--- src/rtl/cfg_pkg.sv ---
package cfg_pkg;

    localparam int CFG_ADDR_W = 8;
    localparam int DW_IDX_W   = CFG_ADDR_W - 2;
    localparam int LANES      = 4;
    localparam int DATA_W     = LANES * 8;
    localparam int LAT_W      = 5;
    localparam int CTL_W      = 6;

    // byte positions that software relies on
    localparam logic [CFG_ADDR_W-1:0] B_STAT_LO  = 8'h06;
    localparam logic [CFG_ADDR_W-1:0] B_STAT_HI  = 8'h07;
    localparam logic [CFG_ADDR_W-1:0] B_REV      = 8'h08;
    localparam logic [CFG_ADDR_W-1:0] B_CLASS0   = 8'h09;
    localparam logic [CFG_ADDR_W-1:0] B_CLASS1   = 8'h0A;
    localparam logic [CFG_ADDR_W-1:0] B_CLASS2   = 8'h0B;
    localparam logic [CFG_ADDR_W-1:0] B_LATENCY  = 8'h0D;
    localparam logic [CFG_ADDR_W-1:0] B_MODE     = 8'h40;

    localparam logic [7:0] FAST_B2B_BYTE = 8'h80;

    typedef struct packed {
        logic perr_seen;
        logic is_master;
        logic resp_en;
    } perr_evt_t;

    typedef struct packed {
        logic wr_single;
        logic rd_single;
        logic retry_pending;
        logic tgt_wbuf_en;
        logic line_read_en;
        logic burst_wr_en;
    } mode_ctl_t;

    typedef struct packed {
        logic                wr;
        logic [DW_IDX_W-1:0] dw;
        logic [LANES-1:0]    be;
        logic [DATA_W-1:0]   data;
    } cfg_acc_t;

    // true when the access writes the byte at the given byte index
    function automatic logic byte_written(cfg_acc_t a, logic [CFG_ADDR_W-1:0] bidx);
        return a.wr && (a.dw == bidx[CFG_ADDR_W-1:2]) && a.be[bidx[1:0]];
    endfunction

    function automatic logic [7:0] byte_of(cfg_acc_t a, logic [CFG_ADDR_W-1:0] bidx);
        return a.data[bidx[1:0]*8 +: 8];
    endfunction

    function automatic logic evt_fires(perr_evt_t e);
        return e.perr_seen && e.is_master && e.resp_en;
    endfunction

endpackage

--- src/rtl/cfg_status_flag.sv ---
module cfg_status_flag
    import cfg_pkg::*;
(
    input  logic      clk,
    input  logic      rst,
    input  perr_evt_t evt,
    input  cfg_acc_t  acc,
    output logic      flag
);
    logic set_now;
    logic clr_now;
    logic [7:0] hi_byte;

    always_comb begin
        hi_byte = byte_of(acc, B_STAT_HI);
        set_now = evt_fires(evt);
        clr_now = byte_written(acc, B_STAT_HI) && hi_byte[0];
    end

    // set wins over a clear in the same cycle
    always_ff @(posedge clk) begin
        if (rst)
            flag <= 1'b0;
        else if (set_now)
            flag <= 1'b1;
        else if (clr_now)
            flag <= 1'b0;
    end
endmodule

--- src/rtl/cfg_wr_regs.sv ---
module cfg_wr_regs
    import cfg_pkg::*;
(
    input  logic             clk,
    input  logic             rst,
    input  cfg_acc_t         acc,
    output logic [LAT_W-1:0] lat,
    output mode_ctl_t        mode
);
    logic [7:0] lat_byte;
    logic [7:0] mode_byte;

    always_comb begin
        lat_byte  = byte_of(acc, B_LATENCY);
        mode_byte = byte_of(acc, B_MODE);
    end

    always_ff @(posedge clk) begin
        if (rst)
            lat <= '0;
        else if (byte_written(acc, B_LATENCY))
            lat <= lat_byte[LAT_W-1:0];
    end

    always_ff @(posedge clk) begin
        if (rst)
            mode <= '0;
        else if (byte_written(acc, B_MODE))
            mode <= mode_ctl_t'(mode_byte[CTL_W:1]);
    end
endmodule

--- src/rtl/cfg_rd_mux.sv ---
module cfg_rd_mux
    import cfg_pkg::*;
#(
    parameter logic [7:0]  REV_ID     = 8'h00,
    parameter logic [23:0] CLASS_CODE = 24'h060000
) (
    input  logic [DW_IDX_W-1:0] dw,
    input  logic                flag,
    input  logic [LAT_W-1:0]    lat,
    input  mode_ctl_t           mode,
    output logic [DATA_W-1:0]   rdata
);
    for (genvar L = 0; L < LANES; L++) begin : g_lane
        logic [CFG_ADDR_W-1:0] bidx;
        logic [7:0]            b;
        always_comb begin
            bidx = {dw, 2'(L)};
            case (bidx)
                B_STAT_LO: b = FAST_B2B_BYTE;
                B_STAT_HI: b = {7'b0, flag};
                B_REV:     b = REV_ID;
                B_CLASS0:  b = CLASS_CODE[7:0];
                B_CLASS1:  b = CLASS_CODE[15:8];
                B_CLASS2:  b = CLASS_CODE[23:16];
                B_LATENCY: b = {{(8-LAT_W){1'b0}}, lat};
                B_MODE:    b = {1'b0, mode, 1'b0};
                default:   b = 8'h00;
            endcase
        end
        assign rdata[L*8 +: 8] = b;
    end
endmodule

--- src/rtl/cfg_regfile.sv ---
module cfg_regfile
    import cfg_pkg::*;
#(
    parameter logic [7:0]  REV_ID     = 8'h00,
    parameter logic [23:0] CLASS_CODE = 24'h060000
) (
    input  logic        clk,
    input  logic        rst,
    input  logic        cfg_wr_en,
    input  logic [5:0]  cfg_dw,
    input  logic [3:0]  cfg_be,
    input  logic [31:0] cfg_wdata,
    output logic [31:0] cfg_rdata,
    input  logic        perr_evt,
    input  logic        bus_master,
    input  logic        perr_resp_en,
    output logic [4:0]  lat_limit,
    output logic        ctl_wr_single,
    output logic        ctl_rd_single,
    output logic        ctl_retry_pending,
    output logic        ctl_tgt_wbuf_en,
    output logic        ctl_line_read_en,
    output logic        ctl_burst_wr_en
);
    cfg_acc_t  acc;
    perr_evt_t evt;
    mode_ctl_t mode;
    logic      dpd_flag;

    assign acc = '{wr: cfg_wr_en, dw: cfg_dw, be: cfg_be, data: cfg_wdata};
    assign evt = '{perr_seen: perr_evt, is_master: bus_master, resp_en: perr_resp_en};

    cfg_status_flag u_flag (
        .clk  (clk),
        .rst  (rst),
        .evt  (evt),
        .acc  (acc),
        .flag (dpd_flag)
    );

    cfg_wr_regs u_regs (
        .clk  (clk),
        .rst  (rst),
        .acc  (acc),
        .lat  (lat_limit),
        .mode (mode)
    );

    cfg_rd_mux #(
        .REV_ID     (REV_ID),
        .CLASS_CODE (CLASS_CODE)
    ) u_rd (
        .dw    (cfg_dw),
        .flag  (dpd_flag),
        .lat   (lat_limit),
        .mode  (mode),
        .rdata (cfg_rdata)
    );

    assign ctl_wr_single     = mode.wr_single;
    assign ctl_rd_single     = mode.rd_single;
    assign ctl_retry_pending = mode.retry_pending;
    assign ctl_tgt_wbuf_en   = mode.tgt_wbuf_en;
    assign ctl_line_read_en  = mode.line_read_en;
    assign ctl_burst_wr_en   = mode.burst_wr_en;
endmodule

--- config.mk ---
export PLATFORM = sky130hd
export DESIGN_NAME = cfg_regfile
export DESIGN_NICKNAME = d
export VERILOG_FILES = /design/src/rtl/cfg_pkg.sv /design/src/rtl/cfg_status_flag.sv /design/src/rtl/cfg_wr_regs.sv /design/src/rtl/cfg_rd_mux.sv /design/src/rtl/cfg_regfile.sv
export SDC_FILE = /design/constraint.sdc
export NUM_CORES = 1
export LEC_CHECK = 0
export ABC_AREA = 1
export CELL_PAD_IN_SITES_DETAIL_PLACEMENT = 1
export CELL_PAD_IN_SITES_GLOBAL_PLACEMENT = 2
export CORE_MARGIN = 4
export CORE_UTILIZATION = 13
export DETAILED_ROUTE_END_ITERATION = 10
export HOLD_SLACK_MARGIN = 0.1
export PLACE_DENSITY = 0.82
export SLEW_MARGIN = 20
export SYNTH_ARGS = -nofsm -noshare
export SYNTH_HDL_FRONTEND = slang
export SYNTH_SLANG_ARGS = --single-unit
export TNS_END_PERCENT = 50
--- constraint.sdc ---
create_clock -name clk -period 1.1 [get_ports clk]
set_input_delay 0.11 -clock clk [delete_from_list [all_inputs] [get_ports clk]]
set_output_delay 0.11 -clock clk [all_outputs]
set_load 0.02 [all_outputs]
==> results of run 1 <==
-- metal layers --
metal	wire (microns)	global-route usage [%]	up-vias	part of all wire, %
met4	0	0.754	0	0
met3	259	2.54	0	8.6
met1	1230	8.20	439	41
li1	-	-	524	-
met5	0	0	-	0
met2	1510	12.2	41	50
-- cells in the final DEF (no fill, tap or decap), types with 3 or more instances in the layout --
master / instances
nor2_1: 21
dlygate4sd2_1: 4
buf_4: 23
clkdlybuf4s15_2: 4
nor2_2: 6
clkdlybuf4s50_1: 19
nor2_4: 15
buf_6: 9
clkbuf_8: 4
buf_2: 9
conb_1: 17
inv_1: 26
inv_2: 3
nand2_1: 23
nand4_1: 5
clkbuf_2: 3
dfxtp_1: 12
-- flip-flops by register name, indices dropped and copies added, names as in the netlist --
signal       count
u_regs.mode      6
u_regs.lat       5
u_flag.flag      1
-- worst paths after layout --
kind | from | to | slack, ns
max | u_regs.lat[3]$_SDFFE_PP0P_ | lat_limit[3] | 0.04
min | cfg_wr_en | u_flag.flag$_SDFFE_PP0P_ | 0.41
max reg2reg | u_regs.lat[3]$_SDFFE_PP0P_ | u_regs.lat[3]$_SDFFE_PP0P_ | 0.39
min reg2reg | u_flag.flag$_SDFFE_PP0P_ | u_flag.flag$_SDFFE_PP0P_ | 0.47
-- cell type report --
type	count	share of cell area [%]
Clock buffer	4	3.17
Inverter	29	6.27
Multi-Input combinational cell	97	33.1
Sequential cell	12	13.8
Tap cell	96	6.92
Timing Repair Buffer	73	36.7
-- per-stage QoR --
step / setup TNS, ns / hold slack, ns / total power [mW]
CTS: 0 / 0.440 / 1.25
finish: 0 / 0.409 / 1.22
detailed placement: -14.99 / 0.471 / 0.716
global placement: -14.53 / 0.447 / 0.713
global route: 0 / 0.465 / 1.28
floorplan: 0 / 0.179 / 0.620
-- power by group through the flow --
stage	Sequential (mW)	Combinational [mW]	Clock, mW
after global placement	0.449	0.264	0
after floorplan	0.451	0.168	0
after CTS	0.440	0.271	0.535
final	0.440	0.269	0.509
after global routing	0.440	0.293	0.551
after detailed placement	0.450	0.267	0
-- what timing repair did --
action / CTS / global route
setup buffers: 1 / 1
pin swaps: 10 / 5
resized for setup: 135 / 24
endpoints found under the setup margin: 33 / 24
-- tightest hold or removal path, delay by kind of cell --
family          cells  cell delay (ns)
compound gates      1             0.12
buf+inv             1             0.15
simple gates        4             0.22
-- logic make-up (layout without fill, tap and decap cells) --
kind of cell | after synthesis | after routing | synth area share [%]
simple gates | 79 | 79 | 44.2
buf+inv | 49 | 106 | 28.5
flops | 12 | 12 | 26.4
other cells | 1 | 17 | 0.412
compound gates | 1 | 1 | 0.550
==> results.tsv, run 1 <==
metric	value	unit
outcome	completed	
vias	1004	
yosys_warnings	0	
hold_viol	0	
p_int	873	uW
synth_top_cells_by_area	dfxtp_1, buf_4, nor2_1, inv_1, nand2_1	
ys_ff_latch	12	
final.min_clock_period	1.06	ns
drc	0	
place_ws	-0.768	ns
crit_type	reg -> out	
drt_iter0_drc	10	
setup_ws	0.0362	ns
core-area	0.00679	sq mm
initial_utilization	13.4	%
fin_crit_sh	96.7	%
async_flop_share	0	%
path_cells	dlygate4sd2_1	
cts_made_buffers	3	
ant_nets	0	
clock-root-buffer	clkbuf_8	
place_hpwl	2490	microns
dp.cells	305	
nFillCells	847	
dieArea	0.00840	sq mm
path_max_fanout	3	
grt_antenna_before_repair	0	
yosysTopAreaCell	dfxtp_1	
fmax	940	MHz
critPathLaunchType	flip-flop	
grt_pass1_wl	4710	microns
synth_edf_count	0	
seq_power_share	36.1	%
grt_use_total	6.92	%
syn_inst	142	
cts_max_level	1	
avgViaCountPerCell	3.23	
final_nets	264	
route.final.wire_length	3000	microns
grt_pass1_vias	999	
post_dp_cell_area	0.00162	sq mm
fp.dieH	91.7	microns
wl_per_cell	9.64	microns
ctsHoldBuffers	0	
synthFlopType	dfxtp_1	
cellLeakagePower	0.798	nW
cts_tree	done	
gp_congestion	0.640	
reg2regPathDepth	3	
synth_most_common_cell	nor2_1	
seqCellArea	240	sq um
io_pins	91	
rsz0062_at_grt	false	
io_buffers	52	
clk_pin_slew	0.06	ns
synth_cell_types	20	
yosysSeqAreaShare	26.4	%
fin_cells	311	
setup_violations	0	
synth_area	910	sq um
path_depth	1	
areaGrowthSynthToFinish	90.8	%
num_rows	30	
max-vdd-ir-drop	0.000255	V
power.density	701	mW/mm^2
n_antenna_cell	0	
grt-ovfl-total	0	
slowest_stage	dfxtp_1	
cts_buffer_depth	2	
maxCapViolations	0	
cp_data_arrival_time	0.95	ns
hp-class	in -> reg	
syn_area_per_cell	6.41	sq um
endpoint_kind	output pin	
layout-drive-gt1-share	39.1	%
fin_area	0.00174	sq mm
crit_family	flip-flops	
finalMaxSlewViolations	0	
fin_skew	0	ns
yosys-top-cells-count	nor2_1, inv_1, nand2_1	
comb_power_share	22.1	%
die_w	91.7	microns
required	0.99	ns
cts_sinks	12	
synth_top_area_share	26.4	%
p_switching	344	uW
critPathMaxStageDelay	0.36	ns
first_pass_iters	2	
power_frac_clock	41.8	%
sw_frac_of_total	28.3	%
clk_latency	0.24	ns
multi_input_area	574	sq um
hold_depth	6	
utilization	25.5	%
path_buf_inv	1	
grt_max_degree	13	
No activity file was read; power rests on OpenSTA's default activity.
==> inputs of run 2 (changes only) <==
--- a/config.mk
+++ b/config.mk
@@ -8,7 +8,7 @@
 export ABC_AREA = 1
 export CELL_PAD_IN_SITES_DETAIL_PLACEMENT = 1
 export CELL_PAD_IN_SITES_GLOBAL_PLACEMENT = 2
-export CORE_MARGIN = 4
+export CORE_MARGIN = 10
 export CORE_UTILIZATION = 13
 export DETAILED_ROUTE_END_ITERATION = 10
 export HOLD_SLACK_MARGIN = 0.1
==> results.tsv, run 2 (same netlist as run 1, synthesis figures left out) <==
metric	value	unit
required	0.99	ns
power.density	655	mW/mm^2
num_rows	30	
clk_latency	0.24	ns
setup_violations	0	
final_common_cell	inv_1	
die_w	104	microns
cts_max_level	1	
utilization	25.3	%
core-area	0.00679	sq mm
ant_nets	0	
grt_use_total	6.58	%
ctsHoldBuffers	0	
clk_pin_slew	0.06	ns
rsz0062_at_grt	true	
cts_made_buffers	3	
cp_data_arrival_time	0.95	ns
final.min_clock_period	1.06	ns
biggestRegsByFlops	u_regs.mode (6), u_regs.lat (5), u_flag.flag (1)	
hold_viol	0	
grt_antenna_before_repair	0	
holdWs	0.414	ns
route.final.wire_length	3580	microns
clock-root-buffer	clkbuf_8	
areaGrowthSynthToFinish	88.7	%
hp-class	in -> reg	
grt_max_degree	12	
layout-drive-gt1-share	37.7	%
cts_sinks	12	
avgViaCountPerCell	3.25	
place_hpwl	2910	microns
path_max_fanout	3	
max-vdd-ir-drop	0.000248	V
cts_buffer_depth	2	
maxCapViolations	0	
dieArea	0.0107	sq mm
grt_pass1_wl	5710	microns
final_nets	265	
n_antenna_cell	0	
top_register	u_regs.mode	
seqCellArea	241	sq um
drt_iter0_drc	7	
largest_reg_flops	6	
endpoint_kind	output pin	
final_cell_mix	inv_1, buf_4, nand2_1, nor2_1, clkdlybuf4s50_1	
io_buffers	52	
finalMaxSlewViolations	0	
cellLeakagePower	0.812	nW
total_power	1.12	mW
fin_skew	0	ns
outcome	completed	
fin_crit_sh	96.1	%
fin_cells	311	
wl_per_cell	11.5	microns
io_pins	91	
fmax	946	MHz
grt-ovfl-total	0	
cts_tree	done	
drc	0	
crit_type	in -> out	
vias	1011	
first_pass_iters	2	
multi_input_area	536	sq um
dp.cells	303	
initial_utilization	13.4	%
fp.dieH	104	microns
grt_pass1_vias	1112	
nFillCells	836	
gp_congestion	0.683	
critPathLaunchType	input pin	
run 2: final timing paths:
kind	start	to	slack [ns]	cells past startpoint
worst max-delay path	cfg_dw[5]	cfg_rdata[25]	0.04	5
worst min register to register	u_flag.flag$_SDFFE_PP0P_	u_flag.flag$_SDFFE_PP0P_	0.46	2
worst min-delay path	cfg_dw[3]	u_flag.flag$_SDFFE_PP0P_	0.41	7
worst max register to register	u_regs.lat[1]$_SDFFE_PP0P_	u_regs.lat[1]$_SDFFE_PP0P_	0.40	3
run 2: stage by stage:
stage | cell area [sq um] | setup TNS [ns] | setup slack [ns]
detailed placement | 1620 | -15.74 | -0.756
global route | 1720 | -0.0560 | -0.00945
CTS | 1730 | 0 | 0.00116
global placement | 1620 | -15.34 | -0.757
floorplan | 975 | 0 | 0.0432
finish | 1720 | 0 | 0.0429
run 2: what timing repair did:
| item | CTS | global route |
|---|---|---|
| resized for setup | 133 | 14 |
| buffers inserted | 3 | 1 |
| cloned | 1 | 0 |
| hold endpoints to repair | 0 | 0 |
| endpoints found under the setup margin | 36 | 25 |
| pin swaps | 8 | 6 |
run 2: worst max-delay path: stages:
cell	delay [ns]
clkdlybuf4s15_2	0.22
nor2_4	0.13
nand2_1	0.12
nor3_2	0.16
buf_2	0.20
run 2: final cells by class:
class,count,area share [%]
Timing Repair Buffer,74,39.0
Multi-Input combinational cell,97,31.2
Clock buffer,3,2.41
Tap cell,96,7.00
Inverter,29,6.34
Sequential cell,12,14.1
run 2: metal layers:
metal | vias up | global-route usage [%] | share of wire, %
met4 | 0 | 0.596 | 0
met5 | - | 0 | 0
li1 | 523 | - | -
met2 | 39 | 12.6 | 54
met3 | 0 | 3.22 | 7.7
met1 | 449 | 6.41 | 38
run 2: where the power goes:
| part | switching [mW] | internal (mW) |
|---|---|---|
| combinational | 0.150 | 0.122 |
| sequential | 0.00167 | 0.438 |
| clock | 0.171 | 0.242 |
==> inputs of run 3 (changes only) <==
--- a/config.mk
+++ b/config.mk
@@ -8,7 +8,7 @@
 export ABC_AREA = 1
 export CELL_PAD_IN_SITES_DETAIL_PLACEMENT = 1
 export CELL_PAD_IN_SITES_GLOBAL_PLACEMENT = 2
-export CORE_MARGIN = 10
+export CORE_MARGIN = 3
 export CORE_UTILIZATION = 13
 export DETAILED_ROUTE_END_ITERATION = 10
 export HOLD_SLACK_MARGIN = 0.1
==> results.tsv, run 3 (same netlist as run 1, synthesis figures left out) <==
metric	value	unit
path_depth	2	
first_pass_iters	3	
setup_violations	0	
reg2regPathDepth	3	
fin_area	0.00168	sq mm
p_int	792	uW
max-vdd-ir-drop	0.000384	V
wl_met3	236	microns
vias	1013	
comb_power_share	23.3	%
die_w	89.7	microns
power.density	664	mW/mm^2
num_rows	29	
finalMaxSlewViolations	0	
hold_depth	2	
maxCapViolations	0	
layout-drive-gt1-share	36.3	%
power_frac_clock	37.4	%
place_ws	-0.832	ns
n_antenna_cell	0	
gp_congestion	0.703	
cts_max_level	1	
ctsHoldBuffers	0	
top_register	u_regs.mode	
cts_buffer_depth	2	
fin_crit_sh	97.2	%
path_max_fanout	3	
initial_utilization	13.9	%
outcome	completed	
clk_pin_slew	0.06	ns
io_pins	91	
route.final.wire_length	3070	microns
final_nets	262	
maxUsedRoutingLayer	met4	
required	0.99	ns
place_hpwl	2510	microns
fmax	936	MHz
wl_met1	1190	microns
sw_frac_of_total	29.1	%
critPathMaxStageDelay	0.35	ns
p_switching	325	uW
wl_per_cell	10.1	microns
final_common_cell	inv_1	
avgViaCountPerCell	3.32	
crit_type	reg -> out	
fin_skew	0	ns
grt_pass1_vias	1037	
dieArea	0.00804	sq mm
setup_ws	0.0312	ns
hp-class	in -> reg	
core-area	0.00657	sq mm
final.min_clock_period	1.07	ns
grt-ovfl-total	0	
hold_viol	0	
fp.dieH	89.7	microns
biggestRegsByFlops	u_regs.mode (6), u_regs.lat (5), u_flag.flag (1)	
grt_use_total	7.70	%
cts_made_buffers	3	
areaGrowthSynthToFinish	85.1	%
critPathLaunchType	flip-flop	
path_buf_inv	2	
clock-root-buffer	clkbuf_8	
endpoint_kind	output pin	
drt_iter0_drc	12	
holdWs	0.443	ns
path_cells	buf_4 -> clkdlybuf4s15_2	
drc	0	
cellLeakagePower	0.776	nW
grt_pass1_wl	4620	microns
grt_antenna_before_repair	0	
ant_nets	0	
post_dp_cell_area	0.00161	sq mm
final_cell_mix	inv_1, nor2_1, buf_4, nand2_1, clkdlybuf4s50_1	
slowest_stage	dfxtp_1	
cts_tree	done	
clk_latency	0.24	ns
cts_sinks	12	
grt_max_degree	13	
crit_family	buffers and inverters	
cp_data_arrival_time	0.96	ns
largest_reg_flops	6	
seq_power_share	39.4	%
io_buffers	52	
dr_wl_met2	1620	microns
[run 3: final cells by class]
class / count / area (sq um)
flip-flops and latches: 12 / 240
well taps: 93 / 116
fillers: 813 / 4880
clock buffers: 3 / 41.3
repair buffers: 71 / 629
inverters: 29 / 109
multi-input cells: 97 / 548
[run 3: power groups by stage]
stage                     logic [mW]  registers [mW]  clock network [mW]
final                          0.260           0.440               0.418
after global routing           0.285           0.440               0.465
after CTS                      0.268           0.440               0.451
after detailed placement       0.265           0.450                   0
after global placement         0.260           0.450                   0
after floorplan                0.168           0.451                   0
[run 3: worst register-to-register path: stages, from the launching register on]
cell	delay, ns
dfxtp_1	0.33
buf_4	0.13
nor2_1	0.13
nor2_2	0.05
[run 3: layer usage]
metal | track usage [%] | up-vias
met1 | 7.63 | 456
li1 | - | 517
met4 | 1.22 | 0
met5 | 0 | -
met3 | 2.55 | 2
met2 | 15.5 | 38
[run 3: stage by stage]
stage | setup TNS, ns | cells | power, mW | util, %
floorplan | 0 | 158 | 0.620 | -
global placement | -15.12 | 301 | 0.710 | 24.5
detailed placement | -16.02 | 301 | 0.714 | 24.5
CTS | -0.00654 | 304 | 1.16 | 25.4
global route | -0.000881 | 305 | 1.19 | 25.6
finish | 0 | 305 | 1.12 | 25.6
[run 3: final timing paths]
kind / from / slack, ns / end
setup / recovery: u_regs.mode[2]$_SDFFE_PP0P_ / 0.03 / ctl_tgt_wbuf_en
hold / removal: rst / 0.44 / u_flag.flag$_SDFFE_PP0P_
setup reg to reg: u_regs.lat[2]$_SDFFE_PP0P_ / 0.37 / u_regs.lat[2]$_SDFFE_PP0P_
hold reg to reg: u_flag.flag$_SDFFE_PP0P_ / 0.46 / u_flag.flag$_SDFFE_PP0P_
[run 3: repair_timing]
item / in CTS / in global routing
pin swaps: 10 / 10
cloned: 0 / 0
gates resized for setup: 129 / 20
endpoints found under the hold margin: 0 / 0
endpoints found under the setup margin: 38 / 21
setup buffers: 0 / 1
